File: src/rtl/qpc_pkg.sv
// Shared types for the quadrature position counter.
package qpc_pkg;

    // Result of comparing two consecutive synchronised phase pairs.
    typedef enum logic [1:0] {
        MOVE_NONE = 2'd0,
        MOVE_UP   = 2'd1,
        MOVE_DOWN = 2'd2,
        MOVE_BAD  = 2'd3
    } move_e;

    // Maps a Gray-coded {A,B} pair onto its place in the forward cycle:
    // 00->0, 01->1, 11->2, 10->3.
    function automatic logic [1:0] phase_index(input logic [1:0] ab);
        return {ab[1], ab[1] ^ ab[0]};
    endfunction

endpackage

File: src/rtl/qpc_sync.sv
// Multi-flop synchroniser for a small bundle of asynchronous levels.
// Assumes: each bit is an independent slow level. The flops carry no reset,
// so during reset the chain keeps filling with the real input and is valid
// once reset has been held for STAGES cycles.
module qpc_sync #(
    parameter int WIDTH  = 2,
    parameter int STAGES = 2
) (
    input  logic             clk,
    input  logic [WIDTH-1:0] din,
    output logic [WIDTH-1:0] dout
);

    logic [STAGES-1:0][WIDTH-1:0] chain;

    // Shift the raw inputs one stage deeper each clock.
    always_ff @(posedge clk) begin
        chain <= {chain[STAGES-2:0], din};
    end

    assign dout = chain[STAGES-1];

endmodule

File: src/rtl/qpc_step_decode.sv
// Turns consecutive synchronised {A,B} samples into a move event.
// A count happens when A XOR B toggles, which is true for exactly one phase
// change. The direction comes from the forward-cycle index difference. A
// change with both bits different is reported as MOVE_BAD.
// Assumes: ab_now is already synchronous to clk.
module qpc_step_decode
    import qpc_pkg::*;
(
    input  logic       clk,
    input  logic [1:0] ab_now,
    output move_e      move
);

    logic [1:0] ab_prev;
    logic [1:0] idx_diff;
    logic       strobe;

    // Remember the last sample; it also tracks during reset so no step is
    // seen on release.
    always_ff @(posedge clk) begin
        ab_prev <= ab_now;
    end

    // Classify the transition from ab_prev to ab_now.
    always_comb begin
        strobe   = (ab_now[1] ^ ab_now[0]) != (ab_prev[1] ^ ab_prev[0]);
        idx_diff = phase_index(ab_now) - phase_index(ab_prev);
        if (strobe) begin
            move = (idx_diff == 2'd1) ? MOVE_UP : MOVE_DOWN;
        end else if (ab_now != ab_prev) begin
            move = MOVE_BAD;
        end else begin
            move = MOVE_NONE;
        end
    end

endmodule

File: src/rtl/qpc_accum.sv
// Signed saturating position accumulator with a synchronous zero request.
// Assumes: at most one move event per clock; zero_req has priority.
module qpc_accum
    import qpc_pkg::*;
#(
    parameter int POS_W = 16
) (
    input  logic                    clk,
    input  logic                    rst_n,
    input  logic                    zero_req,
    input  move_e                   move,
    output logic signed [POS_W-1:0] pos
);

    localparam logic signed [POS_W-1:0] POS_MAX = {1'b0, {(POS_W-1){1'b1}}};
    localparam logic signed [POS_W-1:0] POS_MIN = {1'b1, {(POS_W-1){1'b0}}};
    localparam logic signed [POS_W-1:0] ONE     = {{(POS_W-1){1'b0}}, 1'b1};

    // Count up or down, stopping at either limit; zero on request.
    always_ff @(posedge clk) begin
        if (!rst_n) begin
            pos <= '0;
        end else if (zero_req) begin
            pos <= '0;
        end else begin
            case (move)
                MOVE_UP:   if (pos != POS_MAX) pos <= pos + ONE;
                MOVE_DOWN: if (pos != POS_MIN) pos <= pos - ONE;
                default:   ;
            endcase
        end
    end

    // a clear always lands on zero.
    a_r8_clear_zero: assert property (@(posedge clk) disable iff (!rst_n)
        zero_req |=> (pos == '0));

    // position moves by at most one per clock.
    a_r2_unit_step: assert property (@(posedge clk) disable iff (!rst_n)
        !zero_req |=> (pos == $past(pos) || pos == $past(pos) + ONE ||
                       pos == $past(pos) - ONE));

    // no wrap from the top limit.
    a_r7_no_wrap_up: assert property (@(posedge clk) disable iff (!rst_n)
        (pos == POS_MAX && !zero_req) |=> (pos != POS_MIN));

    // no wrap from the bottom limit.
    a_r7_no_wrap_dn: assert property (@(posedge clk) disable iff (!rst_n)
        (pos == POS_MIN && !zero_req) |=> (pos != POS_MAX));

endmodule

File: src/rtl/quad_pos_counter.sv
// Position counter for one two-phase encoder: synchronise, decode, count,
// flag illegal double changes, and hold a snapshot for a slow sampler.
// Assumes: rst_n is held low for at least SYNC_STAGES+1 clocks; the encoder
// phase rate is well below the clock rate.
module quad_pos_counter
    import qpc_pkg::*;
#(
    parameter int POS_W       = 16,
    parameter int SYNC_STAGES = 2
) (
    input  logic             clk,
    input  logic             rst_n,
    input  logic             enc_a,
    input  logic             enc_b,
    input  logic             zero_req,
    input  logic             snap_req,
    output logic [POS_W-1:0] position,
    output logic [POS_W-1:0] snapshot,
    output logic             step_err
);

    logic [1:0]              ab_sync;
    move_e                   move;
    logic signed [POS_W-1:0] pos_q;

    qpc_sync #(.WIDTH(2), .STAGES(SYNC_STAGES)) u_sync (
        .clk  (clk),
        .din  ({enc_a, enc_b}),
        .dout (ab_sync)
    );

    qpc_step_decode u_decode (
        .clk    (clk),
        .ab_now (ab_sync),
        .move   (move)
    );

    qpc_accum #(.POS_W(POS_W)) u_accum (
        .clk      (clk),
        .rst_n    (rst_n),
        .zero_req (zero_req),
        .move     (move),
        .pos      (pos_q)
    );

    assign position = pos_q;

    // Latch the error on any double change; only clear or reset drops it.
    always_ff @(posedge clk) begin
        if (!rst_n || zero_req) begin
            step_err <= 1'b0;
        end else if (move == MOVE_BAD) begin
            step_err <= 1'b1;
        end
    end

    // Take a copy of the live count when asked, otherwise hold.
    always_ff @(posedge clk) begin
        if (!rst_n) begin
            snapshot <= '0;
        end else if (snap_req) begin
            snapshot <= pos_q;
        end
    end

    // the error flag stays up until cleared.
    a_r6_err_sticky: assert property (@(posedge clk) disable iff (!rst_n)
        (step_err && !zero_req) |=> step_err);

    // an illegal transition never moves the count.
    a_r5_bad_no_move: assert property (@(posedge clk) disable iff (!rst_n)
        (move == MOVE_BAD && !zero_req) |=> $stable(position));

    // snapshot holds between requests.
    a_r9_snap_hold: assert property (@(posedge clk) disable iff (!rst_n)
        !snap_req |=> $stable(snapshot));

    // snapshot takes the pre-edge position.
    a_r9_snap_take: assert property (@(posedge clk) disable iff (!rst_n)
        snap_req |=> (snapshot == $past(position)));

endmodule

File: config.mk
export PLATFORM = sky130hd
export DESIGN_NAME = quad_pos_counter
export DESIGN_NICKNAME = d
export VERILOG_FILES = /design/src/rtl/qpc_pkg.sv /design/src/rtl/qpc_sync.sv /design/src/rtl/qpc_step_decode.sv /design/src/rtl/qpc_accum.sv /design/src/rtl/quad_pos_counter.sv
export SDC_FILE = /design/constraint.sdc
export NUM_CORES = 1
export LEC_CHECK = 0
export CORE_UTILIZATION = 32
export CTS_CLUSTER_DIAMETER = 40
export DETAILED_ROUTE_END_ITERATION = 7
export GPL_ROUTABILITY_DRIVEN = 0
export GPL_TIMING_DRIVEN = 0
export MAX_ROUTING_LAYER = met4
export PLACE_DENSITY = 0.52
export SYNTH_ARGS = -nofsm -noshare
export SYNTH_HDL_FRONTEND = slang
export SYNTH_HIERARCHICAL = 1
export SYNTH_SLANG_ARGS = --single-unit
File: constraint.sdc
create_clock -name clk -period 4.1 [get_ports clk]
set_input_delay 1.025 -clock clk [delete_from_list [all_inputs] [get_ports clk]]
set_output_delay 1.025 -clock clk [all_outputs]
set_load 0.005 [all_outputs]
==> results.md <==
- Seq/Total Area, Yosys: 37.0%
- Most frequent cell after synthesis: dfxtp_1
- Worst hold-check path type: flop to flop
- GR Layer Usage met3: 3.08%
- Origin of the worst setup path: u_sync/dout[1]
- Post-synthesis mux area share: 11.4%
- Reg2Reg Depth: 15
- Drt via density: 5.14
- Slew @ Worst Pin: approximately 0.76 ns
- Type of origin of the critical path: flop
- Synth Net Count: ~240
- I/O Pins: 39
- DP Wirelength: around 3700 um
- Met2 Use GR: 25.7%
- Final setup violation count: 0
- Maximum clock frequency: 262 MHz
- Drt total wl: 5390 um
- Maximum VDD drop: approximately 0.19 mV
- Final min period: 3.82 ns
- Total grt overflow: 0
- CTS tree: yes
- Maxcap violations: 0
- Num rows: 29
- Area leader, netlist: dfxtp_1
- Total power divided by cell area: roughly 380 nW/um^2
- Root Buffer: clkbuf_8
- Clock skew: about 0.0062 ns
- Final worst path period share: 93.2%
- Slew Viols, Final: 0
- All-layer global routing usage: 16.7%
- Hold-critical path depth: 0
- Core area: 6350 sq um
- Post-synth top cells: dfxtp_1, mux2i_1, nand2_1
- Gr busiest metal: met2
- Die Area: 6920 sq um
- Crit path to: u_accum/pos[12]
- # nets final: 289
- Reg-to-Reg End: u_accum/pos[12]
- PortBufs: 37
- Yosys Warn Count: 6
- RSZ-0062 raised after global routing: false
- Flops & latches, synth: 39
- DR WL/cell: 15.0 um
- Number of global-route vias before repair: 1830
- Drc violations: 0
- Crit Reg-Reg Startpoint: u_sync/dout[1]
- Post-Syn Area: 2110 sq um
- Top post-synthesis cells by area: dfxtp_1, mux2i_1, nor2b_1, nand2_1, nand2b_1
- Status: finished clean
- Hold Fails Final Rpt: 0
- Vias: 1847
- Met1 Track Usage GR: a little over a fifth
- Clk pin slew, worst setup/hold paths: 0.08 ns
- Slew margin rel.: 48.8%
- Iter 0 DRT Violations: between 80 and 90
- Ys async rst share: 0%
- H-tree depth: 2
- Global-route wire length before repair: 9030 um
- Worst Path Max Fanout: 10
- Predominant post-synthesis flop cell: dfxtp_1
- Clk sinks: 39
- TritonRoute pass-1 iters: 4
- Die Width: 83.2 um
- Die Ht: 83.2 um
- Setup TNS: 0 ns
- Worst setup EP type: flop
- Synth Area in Compound Gates: 15.2%
- Area share of xor/xnor cells in the synthesized design: 2.43%
- N_diodes: 0
- Required @ worst endpoint: 4.32 ns
- Largest net degree at the start of global routing: 13
- P_leak: just under 0.001 uW
- Post-synthesis adder-cell area fraction: around 1.2%
- Routed Antenna Nets: 0
- CTS Buf Count: 5
- Later-pin clock latency in the skew report: 0.29 ns
- Top cell type's share of synthesized area: 37.0%
- Fill count: around 650
- Max Root-Sink Buffers: 2
- Post-synthesis cell type count: 50
- FF-to-FF setup slack: 0.28 ns
- Crit path DAT: 4.05 ns
- Cells after Synth: between 200 and 250
- Post-Synth Simple-Gate Area: 27.4%
- Hold WS: 0.332 ns
- Synthesized area per cell: 8.98 sq um
- Share of cells above drive strength 1: between 10% and 20%
- Largest family of logic cells by synthesized area: simple AND/OR/NAND/NOR gates
- Post-synth EDFFs: 0
- Initial antenna violation count: 0
- P&R area growth vs syn: 28.5%
- Initial Utilization: 33.2%
- Area of the multi-input gates: 1240 sq um
- Crit Path Category: flop to flop
- Storage cell area: ~780 sq um
how the worst min path moves through the flow:
stage	to	slack, ns	start
3_3_place_gp	u_sync/dout[0]	0.31	u_sync/chain[0]
3_5_place_dp	u_sync/dout[0]	0.31	u_sync/chain[0]
6_report	u_sync/dout[0]	0.33	u_sync/chain[0]
2_1_floorplan	u_sync/dout[0]	0.31	u_sync/chain[0]
5_1_grt	u_sync/dout[0]	0.34	u_sync/chain[0]
4_1_cts	u_sync/dout[0]	0.33	u_sync/chain[0]
state kept, by name (all words and copies together), names as in the netlist:
name and count:
u_accum/pos 16, step_err 1, u_decode/ab_prev 2, snapshot 16, u_sync/chain 2, u_sync/dout 2
critical path, cell delays in order, from the launching register on:
cell      delay (ns)
dfxtp_1         0.30
buf_4           0.14
xnor2_1         0.12
ha_1            0.32
and2b_1         0.20
nand2b_1        0.18
o22ai_4         0.18
nand2b_4        0.19
clkbuf_4        0.21
xnor2_1         0.08
ha_1            0.24
or3b_4          0.42
or3_4           0.37
or4_1           0.42
a22oi_2         0.18
mux2i_1         0.19
cell type report:
cell class / instances / share of cell area (%)
Clock inverter: 2 / 0.461
Clock buffer: 6 / 2.68
Inverter: 1 / 0.138
Sequential cell: 39 / 28.8
Tap cell: 77 / 3.55
Timing Repair Buffer: 39 / 14.2
Buffer: 18 / 4.25
Multi-Input combinational cell: 177 / 45.9
layer usage:
layer | wire length [um] | vias up
li1 | - | 946
met1 | 2710 | 858
met2 | 2390 | 39
met3 | 232 | 4
met4 | 53 | 0
met5 | 0 | -
timing repair:
item,CTS,global route
endpoints found under the hold margin,0,0
resized for setup,2,7
pin swaps,0,1
buffers inserted,0,2
hold buffers,0,0
setup endpoints to repair,4,4
power breakdown:
| group | switching (uW) | total (uW) | leakage, uW | internal (uW) |
|---|---|---|---|---|
| Sequential | 26.1 | 426 | 0.000317 | 400 |
| Clock | 142 | 261 | 0.0000412 | 119 |
| Combinational | 174 | 333 | 0.000602 | 159 |
through the flow:
| step | cells | utilization, % | cell area (sq um) | total power [uW] | worst slack (ns) |
|---|---|---|---|---|---|
| after floorplan | 235 | - | 2110 | 646 | 0.238 |
| after detailed placement | 349 | 40.6 | 2580 | 743 | -0.240 |
| after global routing | 359 | 42.7 | 2710 | 1090 | 0.0486 |
| after CTS | 357 | 42.0 | 2670 | 1010 | 0.0330 |
| after global placement | 349 | 40.6 | 2580 | 743 | -0.208 |
| final | 359 | 42.7 | 2710 | 1020 | 0.278 |
cell families (layout without fill, tap and decap cells):
kind of cell,Yosys count,count (layout)
xor gates and xnor gates,5,5
adders and majority gates,2,2
buffers and inverters,19,66
DFF,39,39
muxes,24,24
and+or+nand+nor,103,103
AOI/OAI and AO/OA,43,43
cell usage in the layout (no fill, tap or decap), types with 4 or more instances in the layout:
master	synthesis	layout
buf_2	4	4
nand2b_1	11	10
clkbuf_1	8	8
a22oi_1	6	6
nand2_1	21	21
nor4_1	4	4
nand3_1	9	9
buf_4	2	4
a2111o_1	6	6
a21oi_1	11	11
nand4_1	6	6
clkbuf_8	0	5
clkdlybuf4s50_1	0	37
nor2b_1	18	18
mux2i_1	24	24
dfxtp_1	39	39
o21ai_0	6	6
nor2_1	11	11
or4_1	5	5
(Power assumes the default switching activity.)
